[config.mk]
export PLATFORM = sky130hd
export DESIGN_NAME = lsu_req_stager
export DESIGN_NICKNAME = d
export VERILOG_FILES = /design/src/rtl/lsu_stage_pkg.sv /design/src/rtl/lsu_stage_fifo.sv /design/src/rtl/lsu_stage_steer.sv /design/src/rtl/lsu_req_stager.sv
export SDC_FILE = /design/constraint.sdc
export NUM_CORES = 1
export LEC_CHECK = 0
export CORE_MARGIN = 5
export CORE_UTILIZATION = 35
export DETAILED_ROUTE_END_ITERATION = 8
export HOLD_SLACK_MARGIN = 0.02
export MAX_ROUTING_LAYER = met4
export PLACE_DENSITY = 0.56
export SLEW_MARGIN = 20
export SYNTH_ARGS = -nofsm -noshare
export SYNTH_HDL_FRONTEND = slang
export SYNTH_SLANG_ARGS = --single-unit
[constraint.sdc]
create_clock -name clk -period 12.8 [get_ports clk]
set_clock_uncertainty 0.05 [all_clocks]
set_input_delay 2.56 -clock clk [delete_from_list [all_inputs] [get_ports clk]]
set_output_delay 2.56 -clock clk [all_outputs]
set_load 0.02 [all_outputs]
[src/rtl/lsu_stage_pkg.sv]
package lsu_stage_pkg;

    localparam int VADDR_W = 64;
    localparam int OPND_W  = 64;
    localparam int BE_W    = OPND_W / 8;
    localparam int OP_W    = 4;
    localparam int TID_W   = 3;

    typedef enum logic [1:0] {
        UNIT_NONE  = 2'b00,
        UNIT_LOAD  = 2'b01,
        UNIT_STORE = 2'b10
    } unit_e;

    typedef struct packed {
        logic               valid;
        logic [VADDR_W-1:0] vaddr;
        logic [OPND_W-1:0]  operand;
        logic [BE_W-1:0]    be;
        unit_e              unit;
        logic [OP_W-1:0]    op;
        logic [TID_W-1:0]   tid;
    } stage_req_t;

    // target unit of a request is able to take it now
    function automatic logic unit_can_take(unit_e u, logic ld_rdy, logic st_rdy);
        case (u)
            UNIT_LOAD:  return ld_rdy;
            UNIT_STORE: return st_rdy;
            default:    return 1'b0;
        endcase
    endfunction

    // a pop strobe matches the unit of the stored head
    function automatic logic unit_retires(unit_e u, logic pop_ld, logic pop_st);
        case (u)
            UNIT_LOAD:  return pop_ld;
            UNIT_STORE: return pop_st;
            default:    return 1'b0;
        endcase
    endfunction

endpackage

[src/rtl/lsu_stage_fifo.sv]
module lsu_stage_fifo #(
    parameter int W     = 8,
    parameter int DEPTH = 2
) (
    input  logic         clk,
    input  logic         rst,
    input  logic         wr_en,
    input  logic [W-1:0] wr_data,
    input  logic         rd_en,
    output logic [W-1:0] rd_data,
    output logic         empty,
    output logic         full
);

    localparam int PW = (DEPTH > 1) ? $clog2(DEPTH) : 1;
    localparam int CW = $clog2(DEPTH + 1);

    logic [W-1:0]  mem [DEPTH];
    logic [PW-1:0] wr_ptr, rd_ptr;
    logic [CW-1:0] count;

    function automatic logic [PW-1:0] ptr_next(logic [PW-1:0] p);
        return (p == PW'(DEPTH - 1)) ? '0 : p + 1'b1;
    endfunction

    assign empty   = (count == '0);
    assign full    = (count == CW'(DEPTH));
    assign rd_data = mem[rd_ptr];

    always_ff @(posedge clk) begin
        if (wr_en) begin
            mem[wr_ptr] <= wr_data;
        end
    end

    always_ff @(posedge clk) begin
        if (rst) begin
            wr_ptr <= '0;
            rd_ptr <= '0;
            count  <= '0;
        end else begin
            if (wr_en) wr_ptr <= ptr_next(wr_ptr);
            if (rd_en) rd_ptr <= ptr_next(rd_ptr);
            count <= count + CW'(wr_en) - CW'(rd_en);
        end
    end

    // a write into a full store must be paired with a retire
    assert_no_overflow_R7: assert property (@(posedge clk) disable iff (rst)
        (wr_en && full) |-> rd_en);

    // pops on an empty store never reach the storage
    assert_no_underflow_R10: assert property (@(posedge clk) disable iff (rst)
        rd_en |-> !empty);

    // reset leaves the store empty
    assert_reset_empty_R1: assert property (@(posedge clk)
        rst |=> empty);

    // head word unchanged while not read
    assert_head_hold_R4: assert property (@(posedge clk) disable iff (rst)
        (!empty && !rd_en) |=> $stable(rd_data));

endmodule

[src/rtl/lsu_stage_steer.sv]
module lsu_stage_steer
    import lsu_stage_pkg::*;
(
    input  stage_req_t in_req,
    input  stage_req_t head,
    input  logic       fifo_empty,
    input  logic       fifo_full,
    input  logic       ld_ready,
    input  logic       st_ready,
    input  logic       pop_ld,
    input  logic       pop_st,
    output logic       bypass,
    output logic       push,
    output logic       retire,
    output logic       in_ready,
    output stage_req_t out_req
);

    always_comb begin
        bypass   = fifo_empty && in_req.valid
                 && unit_can_take(in_req.unit, ld_ready, st_ready);
        retire   = !fifo_empty && unit_retires(head.unit, pop_ld, pop_st);
        push     = in_req.valid && !bypass && (!fifo_full || retire);
        in_ready = !fifo_full;

        if (!fifo_empty) begin
            out_req       = head;
            out_req.valid = 1'b1;
        end else if (bypass) begin
            out_req = in_req;
        end else begin
            out_req = '0;
        end
    end

endmodule

[src/rtl/lsu_req_stager.sv]
module lsu_req_stager
    import lsu_stage_pkg::*;
#(
    parameter int DEPTH = 2
) (
    input  logic               clk,
    input  logic               rst,
    input  logic               in_valid,
    input  logic [VADDR_W-1:0] in_vaddr,
    input  logic [OPND_W-1:0]  in_operand,
    input  logic [BE_W-1:0]    in_be,
    input  logic [1:0]         in_unit,
    input  logic [OP_W-1:0]    in_op,
    input  logic [TID_W-1:0]   in_tid,
    input  logic               ld_ready,
    input  logic               st_ready,
    input  logic               pop_ld,
    input  logic               pop_st,
    output logic               in_ready,
    output logic               out_valid,
    output logic [VADDR_W-1:0] out_vaddr,
    output logic [OPND_W-1:0]  out_operand,
    output logic [BE_W-1:0]    out_be,
    output logic [1:0]         out_unit,
    output logic [OP_W-1:0]    out_op,
    output logic [TID_W-1:0]   out_tid
);

    localparam int REQ_W = $bits(stage_req_t);

    stage_req_t in_req, head, out_req;
    logic [REQ_W-1:0] head_bits;
    logic fifo_empty, fifo_full, bypass, push, retire;

    always_comb begin
        in_req.valid   = in_valid;
        in_req.vaddr   = in_vaddr;
        in_req.operand = in_operand;
        in_req.be      = in_be;
        in_req.unit    = unit_e'(in_unit);
        in_req.op      = in_op;
        in_req.tid     = in_tid;
    end

    assign head = stage_req_t'(head_bits);

    lsu_stage_fifo #(
        .W     (REQ_W),
        .DEPTH (DEPTH)
    ) u_fifo (
        .clk     (clk),
        .rst     (rst),
        .wr_en   (push),
        .wr_data (in_req),
        .rd_en   (retire),
        .rd_data (head_bits),
        .empty   (fifo_empty),
        .full    (fifo_full)
    );

    lsu_stage_steer u_steer (
        .in_req     (in_req),
        .head       (head),
        .fifo_empty (fifo_empty),
        .fifo_full  (fifo_full),
        .ld_ready   (ld_ready),
        .st_ready   (st_ready),
        .pop_ld     (pop_ld),
        .pop_st     (pop_st),
        .bypass     (bypass),
        .push       (push),
        .retire     (retire),
        .in_ready   (in_ready),
        .out_req    (out_req)
    );

    assign out_valid   = out_req.valid;
    assign out_vaddr   = out_req.vaddr;
    assign out_operand = out_req.operand;
    assign out_be      = out_req.be;
    assign out_unit    = out_req.unit;
    assign out_op      = out_req.op;
    assign out_tid     = out_req.tid;

    // applied word holds while the stored head is not retired
    assert_word_hold_R4: assert property (@(posedge clk) disable iff (rst)
        (!fifo_empty && !retire) |=> (out_valid && $stable(out_req)));

    // issuer stalled only while a stored request is being applied
    assert_stall_has_work_R6: assert property (@(posedge clk) disable iff (rst)
        !in_ready |-> out_valid);

    // a store pop never moves a load head
    assert_pop_mismatch_R5: assert property (@(posedge clk) disable iff (rst)
        (!fifo_empty && out_unit == UNIT_LOAD && pop_st && !pop_ld)
        |=> (out_valid && $stable(out_tid) && $stable(out_vaddr)));

    // with nothing stored the output mirrors the incoming request
    assert_pass_through_R2: assert property (@(posedge clk) disable iff (rst)
        (fifo_empty && out_valid) |-> (out_tid == in_tid && out_vaddr == in_vaddr));

    // full + retire + new request keeps the store full
    assert_swap_full_R8: assert property (@(posedge clk) disable iff (rst)
        (fifo_full && retire && in_valid) |=> !in_ready);

endmodule

### Word level (Yosys, flattened, before mapping)

Memory sizes are Yosys's and may differ from the RTL's. A register that Yosys moved wholly into a read port is not among the register bits.
Index checks and enable logic that the tools add are counted.

| word-level totals | value |
|---|---|
| input port bits | 152 |
| memories | 1 |
| bits in writable memories | 292 |
| flip-flop bits (word level) | 4 |
| output and inout port bits | 147 |

Memories:

| memory | words | bits a word | rd ports | clocked after Yosys merged registers in | write ports | line | RTL |
|---|---|---|---|---|---|---|---|
| u_fifo.mem | 2 | 146 | 1 | 1 | 1 | lsu_stage_fifo.sv:18 | `logic [W-1:0] mem [DEPTH];` |

| operators by class | value |
|---|---|
| eq/ne operators | 5 |
| $add $sub $neg | 4 |
| reduce and logical (&&, ||, !) cells | 10 |
| muxes and demuxes | 10 |

Operator list:

| operator | number |
|---|---|
| 146-bit 2-to-1 mux | 2 |
| 2-bit equality test (second input constant) | 3 |
| 1-bit 2-to-1 mux | 6 |
| 1-bit logical AND | 5 |
| 2-bit by 1-bit equality test with 1-bit output (second input constant) | 2 |
| 1-bit one-hot mux with 2 select lines | 2 |
| 1-bit zero test | 3 |
| 1-bit adder (second input constant) | 2 |
| 2-bit by 1-bit adder with 2-bit output | 1 |
| 2-bit zero test | 1 |
| 2-bit by 1-bit subtractor with 2-bit output | 1 |
| 1-bit logical OR | 1 |

### Longest topological paths before layout

Gate-level depths: netlist of run 1.

| depth | value |
|---|---|
| depth after elaboration | 8 |
| mapped depth | 13 |
| depth with buffers taken out | 11 |

### Modules after synthesis

From an unflattened synthesis of run 1, not the netlist that was laid out.

| unflattened totals | value |
|---|---|
| cell total of the unflattened synthesis | 669 |
| area, all modules | 12416.9 um^2 |

By module, submodules not included:

| module | instances | sequential area each (um^2) | cells each | area an instance (um^2) |
|---|---|---|---|---|
| lsu_stage_fifo | 1 | 8868.5 | 475 | 10834.1 |
| lsu_stage_steer | 1 | 0.0 | 194 | 1582.8 |

### Worst setup path before layout of run 1

OpenSTA, ideal clock, no wires.

| timing | value |
|---|---|
| path kind | in2reg |
| from | input in_unit[0] |
| to | memory u_fifo.mem[0][0] (netlist name), enable pin |
| stages on the path | 6 |
| setup slack | 2.744 ns |
| arrival time | 9.354 ns |
| required time | 12.098 ns |
| path through | inv_1 ha_1 a22oi_1 nand4bb_1 o211ai_2 nor2_1 |

| between the ends | value |
|---|---|
| word-level cells in the longest chain between the ends | 8 |
| elaborated cells between the ends (all ways) | 9 |
| classes of those cells | 2 x eq/ne; 3 x mux; 4 x reduce/logical |

Ends and longest elaborated chain:

| item | line | RTL |
|---|---|---|
| start, declared | lsu_req_stager.sv:12 | `input logic [1:0] in_unit,` |
| 2-bit equality test / 2-bit by 1-bit equality test with 1-bit output (equally long branches) | lsu_stage_pkg.sv:27 | `case (u)` |
| 1-bit one-hot mux with 2 select lines (*) | lsu_stage_pkg.sv:27 |  |
| 1-bit logical AND (*) | lsu_stage_steer.sv:21 | `&& unit_can_take(in_req.unit, ld_ready, st_ready);` |
| 1-bit zero test (*) | lsu_stage_steer.sv:23 | `push = in_req.valid && !bypass && (!fifo_full \|\| retire);` |
| 1-bit logical AND (*) (2 in a row) | lsu_stage_steer.sv:23 |  |
| 1-bit 2-to-1 mux (*) | lsu_stage_fifo.sv:31 | `if (wr_en) begin` |
| 1-bit 2-to-1 mux (implied by the code) (*) | lsu_stage_fifo.sv:32 | `mem[wr_ptr] <= wr_data;` |
| end, declared | lsu_stage_fifo.sv:18 |  |

Every way passes the cells marked *; elsewhere a longest branch is shown, timed or not.

### Final worst setup path of run 1

| timing | value |
|---|---|
| from | input in_unit[0] |
| to | output out_vaddr[44] |

| between the ends | value |
|---|---|
| word-level cells in the longest chain between the ends | 5 |
| elaborated cells between the ends (all ways) | 6 |
| classes of those cells | 2 x eq/ne; 3 x mux; 1 x reduce/logical |

Ends and longest elaborated chain:

| item | line | RTL |
|---|---|---|
| 2-bit equality test / 2-bit by 1-bit equality test with 1-bit output (equally long branches) | lsu_stage_pkg.sv:27 |  |
| 1-bit one-hot mux with 2 select lines (*) | lsu_stage_pkg.sv:27 |  |
| 1-bit logical AND (*) | lsu_stage_steer.sv:21 |  |
| 146-bit 2-to-1 mux (*) | lsu_stage_steer.sv:29 | `end else if (bypass) begin` |
| 146-bit 2-to-1 mux (*) | lsu_stage_steer.sv:26 | `if (!fifo_empty) begin` |
| end, declared | lsu_req_stager.sv:21 | `output logic [VADDR_W-1:0] out_vaddr,` |

Marks and branches as above.

==> flow_summary.json, run 1 <==
{
  "status": "complete, no violations",
  "first_iter_violations": 337,
  "arrival_ns": 6.30,
  "cp.required_ns": 10.19,
  "final_area_um2": 16400,
  "hold_class": "reg2reg",
  "avgSynthCellArea_um2": 14.9,
  "drive_gt1_share_pct": 5.42,
  "slew_viol_final": 0,
  "dp_hpwl_um": 18500,
  "clockBufferDepth": 3,
  "core_um2": 34300,
  "whs_ns": 0.469,
  "synth_area_leaders": "edfxtp_1 72%, mux2i_1 12%, o21ai_0 5.1%, nand2_1 4.5%, buf_2 0.95%",
  "initial_core_util_pct": 35.2,
  "io_pins": 299,
  "synth.largest_area_cell": "edfxtp_1",
  "die_area_um2": 38300,
  "r2r_slack_ns": 8.79,
  "ir_drop_v": 0.0000992,
  "ctsHtreeMaxLevel": 1,
  "synthArstFlopShare_pct": 0,
  "grt_util_all_layers_pct": 15.1,
  "dr.pass1.iters": 4,
  "cts_made_buffers": 31,
  "die_w_um": 196,
  "ys_ff_latch": 295,
  "synth_common_cells": "290 x edfxtp_1, 145 x mux2i_1, 145 x nand2_1, 124 x o21ai_0, 23 x buf_2",
  "root_buffer": "clkbuf_16",
  "synthFlopType": "edfxtp_1",
  "die_h_um": 196,
  "max_stage_delay_ns": 0.87,
  "ys_seq_area_share_pct": 72.9,
  "worstHoldPathCells": 2,
  "fin_crit_ns": 8.91,
  "tns_ns": 0,
  "gr-total-overflow": 0,
  "yosys.area.top_type_share_pct": 72.1,
  "worstPathCellList": "clkdlybuf4s50_1, inv_1, ha_1, and4bb_4, buf_4, nand2_1, o21ai_0, clkdlybuf4s50_1",
  "grt_pass1_vias": 7603,
  "critPathSlowestCell": "and4bb_4",
  "post_drt_wl_per_cell_um": 18.7,
  "min_to": "u_fifo.rd_ptr",
  "worstHoldStart": "u_fifo.rd_ptr",
  "grt_max_degree": 100,
  "fin_nets": 1262,
  "post_cts_resize_count": 0,
  "tightest_slew_ns": 1.06,
  "cts_tree": "done",
  "max-cap-violations": 0,
  "max_freq_ghz": 0.112,
  "grt_pass1_wl_um": 45000,
  "slew-limit-headroom_pct": 29.4,
  "gp_congestion": 0.748,
  "seq_area_um2": 8810,
  "post-cts-setup-buffer-count": 0,
  "insertion_delay_ns": 0.54,
  "start_kind": "input pin",
  "postPlaceCellArea_um2": 15500,
  "route.antenna.remaining_nets": 0,
  "synth.distinct_cells": 27,
  "io_buffers": 298,
  "area_growth_pct": 35.6,
  "grt_antenna_before_repair": 2,
  "via_count": 7470,
  "fin_crit_sh_pct": 69.6,
  "clk_pin_slew_ns": 0.06,
  "row_count": 68,
  "syn-instance-count": 811,
  "totalPowerFinal_mw": 2.91,
  "r2r_end": "u_fifo.mem[1][63]",
  "syn-num-nets": 968,
  "endpoint_kind": "output pin",
  "crit_type": "in2out",
  "synth.most_common_cell": "edfxtp_1",
  "clkSinkCount": 295,
  "leakage_nw": 5.11,
  "hold_viol": 0,
  "fillers": 2978,
  "crit_buf_inv": 4,
  "path_max_fanout": 83,
  "syn_area_um2": 12100,
  "setup_viol": 0,
  "synth_edf_count": 290,
  "holdBufCountCts": 0,
  "multiInputGateArea_um2": 2990,
  "vias_per_cell": 4.72,
  "drc": 0,
  "ff2ff_path_depth": 8,
  "cpLargestDelayFamily": "buffers and inverters",
  "rsz0062_at_grt": "false",
  "ys_warn_count": 0,
  "cp_common_cell": "clkdlybuf4s50_1",
  "wirelength_um": 29600,
  "power.density_nw_per_um2": 177
}
-- layout by cell type (no fill, tap or decap), types with 2 or more instances in the layout --
cell,synthesis,routed
o21ai_1,19,19
mux2i_1,145,145
a22oi_1,2,2
ha_1,5,5
diode_2,0,2
dfxtp_1,5,4
inv_1,6,6
clkinv_2,0,6
clkdlybuf4s50_1,0,298
nor2_4,1,3
o22ai_1,2,2
xnor2_1,2,2
bufinv_16,0,2
buf_4,1,11
clkbuf_1,15,4
nor2_1,7,5
edfxtp_1,290,290
o21ai_0,124,124
nand2_1,145,145
clkinv_1,0,10
clkbuf_16,0,31
-- tightest hold or removal path: stages (launching register included) --
cell and delay [ns]:
dfxtp_1 0.33, xnor2_1 0.08, nor2_1 0.07
-- area by class of cell --
cell class / count / share of cell area (%)
well taps: 455 / 3.47
inverters: 6 / 0.137
clock buffers: 35 / 4.82
diodes: 2 / 0.0305
multi-input cells: 462 / 18.3
clock inverters: 19 / 0.824
repair buffers: 309 / 18.7
flip-flops and latches: 295 / 53.8
-- through the flow --
stage	setup WS, ns	std cells	util, %
after floorplan	2.74	811	-
after global placement	3.86	1527	45.1
after detailed placement	3.85	1527	45.1
after CTS	3.84	1581	47.8
after global routing	3.67	1583	47.8
final	3.89	1583	47.8
-- power by group --
part	leakage [nW]	internal, mW	total, mW	switching, mW
sequential	2.75	1.19	1.22	0.0313
clock	0.454	0.477	0.824	0.347
combinational	1.90	0.360	0.858	0.497
total	5.11	2.03	2.91	0.876
-- worst max-delay path by stage --
stage	startpoint	endpoint	slack [ns]	depth (start not counted)
floorplan	in_unit[0]	u_fifo.mem[0][0]	2.74	6
global placement	in_unit[0]	out_vaddr[44]	3.86	8
detailed placement	in_unit[0]	out_vaddr[44]	3.85	8
CTS	in_unit[0]	out_vaddr[44]	3.84	8
global route	in_unit[0]	out_operand[57]	3.67	8
finish	in_unit[0]	out_vaddr[44]	3.89	8
-- state kept, by name, indices dropped and copies added (netlist names), named ones only --
name / count
u_fifo.count: 2
u_fifo.mem: 290
u_fifo.rd_ptr: 1
u_fifo.wr_ptr: 1
-- logic make-up (layout without fill, tap and decap cells) --
group | count (synthesis) | count (layout) | synth area share, %
compound gates | 150 | 150 | 6.37
xor+xnor | 3 | 3 | 0.217
fa+ha+maj | 5 | 5 | 0.518
buf+inv | 54 | 369 | 2.51
flops | 295 | 295 | 72.9
mux | 146 | 146 | 12.1
other cells | 0 | 2 | 0
simple gates | 158 | 158 | 5.37
-- per-layer routing --
metal	vias up	part of all wire [%]	GRT usage (%)
li1	3621	-	-
met4	0	2.1	3.67
met1	3610	46	20.2
met3	45	6.0	3.42
met5	-	0	-
met2	194	46	23.5
(Power assumes the default switching activity.)
==> run 2, diff against run 1 <==
--- a/config.mk
+++ b/config.mk
@@ -10,7 +10,7 @@
 export DETAILED_ROUTE_END_ITERATION = 8
 export HOLD_SLACK_MARGIN = 0.02
 export MAX_ROUTING_LAYER = met4
-export PLACE_DENSITY = 0.56
+export PLACE_DENSITY = 0.58
 export SLEW_MARGIN = 20
 export SYNTH_ARGS = -nofsm -noshare
 export SYNTH_HDL_FRONTEND = slang
==> constraint.sdc (replaced) <==
create_clock -name clk -period 7.3 [get_ports clk]
set_clock_uncertainty 0.05 [all_clocks]
set_input_delay 1.46 -clock clk [delete_from_list [all_inputs] [get_ports clk]]
set_output_delay 1.46 -clock clk [all_outputs]
set_load 0.02 [all_outputs]
==> flow_summary.json, run 2 (synthesis gave the netlist of run 1 again) <==
{
  "grt_util_all_layers_pct": 15.1,
  "worstPathCellList": "clkdlybuf4s50_1, inv_1, ha_1, and4bb_4, buf_12, nand2_1, o21ai_0, clkdlybuf4s50_1",
  "cp_common_cell": "clkdlybuf4s50_1",
  "via_count": 7518,
  "die_area_um2": 38300,
  "multiInputGateArea_um2": 2990,
  "setup_viol": 0,
  "cts_made_buffers": 31,
  "initial_core_util_pct": 35.2,
  "gp_congestion": 0.746,
  "mostFrequentLayoutCells": "298 x clkdlybuf4s50_1, 290 x edfxtp_1, 145 x mux2i_1, 145 x nand2_1, 124 x o21ai_0",
  "grt_max_degree": 70,
  "first_iter_violations": 434,
  "grt_pass1_vias": 7604,
  "insertion_delay_ns": 0.54,
  "rsz0062_at_grt": "false",
  "post_cts_resize_count": 0,
  "core_um2": 34300,
  "seq_area_um2": 8810,
  "top_regs": "u_fifo.mem: 290 flops, u_fifo.count: 2 flops",
  "clkSinkCount": 295,
  "clk_pin_slew_ns": 0.06,
  "worstHoldPathCells": 2,
  "drc": 0,
  "ir_drop_v": 0.000160,
  "post-cts-setup-buffer-count": 0,
  "slew_viol_final": 0,
  "arrival_ns": 4.45,
  "dr.pass1.iters": 4,
  "max_stage_delay_ns": 0.81,
  "gr-total-overflow": 0,
  "area_growth_pct": 35.8,
  "cp-startpoint": "in_unit[0]",
  "cts_tree": "done",
  "vias_per_cell": 4.74,
  "endpoint_kind": "output pin",
  "critPathSlowestCell": "and4bb_4",
  "row_count": 68,
  "fin_crit_ns": 5.96,
  "crit_cells": 8,
  "max_freq_ghz": 0.168,
  "fin_nets": 1264,
  "clockBufferDepth": 3,
  "grt_antenna_before_repair": 1,
  "cpLargestDelayFamily": "buffers and inverters",
  "leakage_nw": 5.11,
  "die_w_um": 196,
  "post_drt_wl_per_cell_um": 18.5,
  "max-cap-violations": 0,
  "holdBufCountCts": 0,
  "crit_type": "in2out",
  "start_kind": "input pin",
  "dp_hpwl_um": 18600,
  "worstHoldStart": "u_fifo.rd_ptr",
  "route.antenna.remaining_nets": 0,
  "power.density_nw_per_um2": 309,
  "ff2ff_path_depth": 8,
  "largest_reg_flops": 290,
  "hold_class": "reg2reg",
  "mostFrequentLayoutCell": "clkdlybuf4s50_1",
  "crit_buf_inv": 4,
  "wirelength_um": 29400,
  "drive_gt1_share_pct": 5.58,
  "final_area_um2": 16400,
  "ctsHtreeMaxLevel": 1,
  "status": "complete, no violations",
  "top_register": "u_fifo.mem",
  "cp.required_ns": 5.79,
  "root_buffer": "clkbuf_16",
  "fin_crit_sh_pct": 81.6,
  "postPlaceCellArea_um2": 15500,
  "fillers": 2981,
  "die_h_um": 196,
  "path_max_fanout": 50,
  "tightest_slew_ns": 0.993,
  "slew-limit-headroom_pct": 33.8,
  "io_buffers": 298,
  "grt_pass1_wl_um": 45000,
  "hold_viol": 0,
  "io_pins": 299,
  "totalPowerFinal_mw": 5.07
}
==> run 2: cell types whose count changed in the layout (fill, tap and decap cells not counted), sizes merged <==
cell / change
diode: -1
buf: +2
bufinv: -1
clkbuf: +6
clkinv: -3
==> run 2: per-stage QoR <==
stage | instances | utilization, % | setup WS, ns | hold slack [ns] | setup TNS, ns
4_1_cts | 1585 | 47.9 | 1.33 | 0.476 | 0
2_1_floorplan | 811 | - | -1.66 | 0.431 | -480.21
3_3_place_gp | 1529 | 45.2 | 1.37 | 0.445 | 0
6_report | 1586 | 47.9 | 1.34 | 0.469 | 0
3_5_place_dp | 1529 | 45.2 | 1.33 | 0.462 | 0
5_1_grt | 1586 | 47.9 | 1.22 | 0.528 | 0
==> run 2: area by class of cell <==
| class | count | area share [%] |
|---|---|---|
| inverter | 6 | 0.137 |
| sequential | 295 | 53.7 |
| multi-input combinational | 462 | 18.2 |
| tap | 455 | 3.47 |
| timing repair buffer | 311 | 18.9 |
| clock inverter | 15 | 0.602 |
| clock buffer | 41 | 4.95 |
| antenna | 1 | 0.0152 |
==> run 2: per-layer routing <==
layer  track usage [%]  vias up  part of all wire, %
li1                  -     3617                    -
met1              19.9     3657                   44
met2              24.0      207                   48
met3              3.31       37                  6.0
met4              3.52        0                  1.8
met5                 -        -                    0
==> run 2: path summary, 6_finish.rpt <==
| check | slack (ns) | end |
|---|---|---|
| setup / recovery | 1.34 | out_vaddr[21] |
| hold / removal | 0.47 | flip-flop |
| setup reg to reg | 3.33 | u_fifo.mem[1][134] |
| hold reg to reg | 0.47 | flip-flop |
==> run 2: tightest hold or removal path, stage by stage, from the launching register on <==
cell and delay, ns:
dfxtp_1 0.32, xnor2_1 0.08, nor2_1 0.08
==> run 2: power by group <==
group / switching (mW) / total, mW / internal (mW)
registers: 0.0556 / 2.15 / 2.09
clock network: 0.612 / 1.42 / 0.812
logic: 0.867 / 1.50 / 0.633
total: 1.53 / 5.07 / 3.54
==> run 3, diff against run 2 <==
--- a/config.mk
+++ b/config.mk
@@ -10,7 +10,7 @@
 export DETAILED_ROUTE_END_ITERATION = 8
 export HOLD_SLACK_MARGIN = 0.02
 export MAX_ROUTING_LAYER = met4
-export PLACE_DENSITY = 0.58
+export PLACE_DENSITY = 0.56
 export SLEW_MARGIN = 20
 export SYNTH_ARGS = -nofsm -noshare
 export SYNTH_HDL_FRONTEND = slang
==> constraint.sdc (replaced) <==
create_clock -name clk -period 6.15 [get_ports clk]
set_clock_uncertainty 0.05 [all_clocks]
set_input_delay 1.23 -clock clk [delete_from_list [all_inputs] [get_ports clk]]
set_output_delay 1.23 -clock clk [all_outputs]
set_load 0.02 [all_outputs]
==> flow_summary.json, run 3 (synthesis gave the netlist of run 1 again) <==
{
  "status": "complete, no violations",
  "holdBufCountCts": 0,
  "grt_util_all_layers_pct": 15.3,
  "top_register": "u_fifo.mem",
  "drive_gt1_share_pct": 6.17,
  "row_count": 68,
  "post-cts-setup-buffer-count": 0,
  "largest_reg_flops": 290,
  "gp_congestion": 0.758,
  "area_growth_pct": 37.6,
  "multiInputGateArea_um2": 2990,
  "rsz0062_at_grt": "false",
  "endpoint_kind": "output pin",
  "grt_antenna_before_repair": 3,
  "core_um2": 34300,
  "io_pins": 299,
  "slew-limit-headroom_pct": 44.5,
  "cp.required_ns": 4.87,
  "max-cap-violations": 0,
  "arrival_ns": 4.07,
  "io_buffers": 298,
  "ctsHtreeMaxLevel": 2,
  "grt_pass1_vias": 7743,
  "fin_nets": 1267,
  "vias_per_cell": 4.78,
  "final_area_um2": 16600,
  "setup_viol": 0,
  "mostFrequentLayoutCell": "clkdlybuf4s50_1",
  "power.density_nw_per_um2": 376,
  "drc": 0,
  "clk_pin_slew_ns": 0.06,
  "insertion_delay_ns": 0.50,
  "ir_drop_v": 0.000193,
  "dp_hpwl_um": 18700,
  "clkSinkCount": 295,
  "via_count": 7613,
  "die_area_um2": 38300,
  "leakage_nw": 5.20,
  "max_freq_ghz": 0.187,
  "post_cts_resize_count": 0,
  "cts_made_buffers": 35,
  "post_drt_wl_per_cell_um": 18.6,
  "wirelength_um": 29700,
  "mostFrequentLayoutCells": "298 x clkdlybuf4s50_1, 290 x edfxtp_1, 145 x mux2i_1, 145 x nand2_1, 124 x o21ai_0",
  "path_max_fanout": 33,
  "postPlaceCellArea_um2": 15500,
  "worst_slack_ns": 0.804,
  "die_w_um": 196,
  "route.antenna.remaining_nets": 0,
  "crit_buf_inv": 4,
  "cp_common_cell": "clkdlybuf4s50_1",
  "fin_crit_ns": 5.35,
  "slew_viol_final": 0,
  "cpLargestDelayFamily": "buffers and inverters",
  "grt_pass1_wl_um": 45300,
  "seq_area_um2": 8810,
  "initial_core_util_pct": 35.2,
  "critPathSlowestCell": "clkdlybuf4s50_1",
  "dr.pass1.iters": 4,
  "fin_crit_sh_pct": 86.9,
  "root_buffer": "clkbuf_16",
  "dp_slack_ns": 0.787,
  "grt_max_degree": 105,
  "worstPathCellList": "clkdlybuf4s50_1, inv_1, ha_1, and4bb_4, buf_4, nand2_1, o21ai_0, clkdlybuf4s50_1",
  "first_iter_violations": 322,
  "fillers": 3011,
  "whs_ns": 0.461,
  "max_stage_delay_ns": 0.65,
  "die_h_um": 196,
  "tightest_slew_ns": 0.833,
  "top_regs": "u_fifo.mem: 290 flops, u_fifo.count: 2 flops",
  "clockBufferDepth": 3,
  "hold_class": "reg2reg",
  "gr-total-overflow": 0,
  "start_kind": "input pin",
  "hold_viol": 0,
  "crit_type": "in2out",
  "cts_tree": "done"
}
run 3: cell types whose count changed in the layout (fill, tap and decap cells not counted), sizes merged:
cell and delta:
clkinvlp +1, clkinv -1, buf -1, clkbuf +5, inv +1, diode +2
run 3: final cells by class:
type	instances	share of cell area, %
flip-flops and latches	295	53.0
repair buffers	310	18.9
multi-input cells	462	18.0
clock buffers	46	5.83
well taps	455	3.42
clock inverters	16	0.640
inverters	6	0.135
diodes	3	0.0451
run 3: report_power, final:
group	internal [mW]	total, mW	switching, mW
sequential	2.48	2.54	0.0641
clock	1.15	1.91	0.763
combinational	0.760	1.79	1.03
run 3: through the flow:
step | power, mW | util [%] | setup TNS (ns) | instances
floorplan | 3.52 | - | -39.86 | 811
global placement | 4.40 | 45.3 | 0 | 1528
detailed placement | 4.41 | 45.3 | 0 | 1528
CTS | 6.36 | 48.5 | 0 | 1590
global route | 6.55 | 48.5 | 0 | 1593
finish | 6.25 | 48.5 | 0 | 1593
run 3: path summary, 6_finish.rpt:
check / startpoint / to / slack, ns / cells after the start
worst min register to register: u_fifo.rd_ptr / flip-flop / 0.46 / 2
worst max register to register: flip-flop / u_fifo.mem[0][40] / 2.40 / 7
worst max-delay path: in_unit[0] / out_vaddr[47] / 0.80 / 8
worst min-delay path: u_fifo.rd_ptr / flip-flop / 0.46 / 2
run 3: tightest hold or removal path: stages (launching register included):
cell and delay, ns:
dfxtp_1 0.32, xnor2_1 0.08, nor2_1 0.07
run 3: per-layer routing:
layer | track usage (%) | share of wire [%] | up-vias | wire length [µm]
met4 | 3.23 | 1.4 | 0 | 405
met1 | 19.5 | 43 | 3726 | 12900
li1 | - | - | 3645 | -
met3 | 4.79 | 7.2 | 35 | 2130
met2 | 24.3 | 48 | 207 | 14300
met5 | - | 0 | - | 0
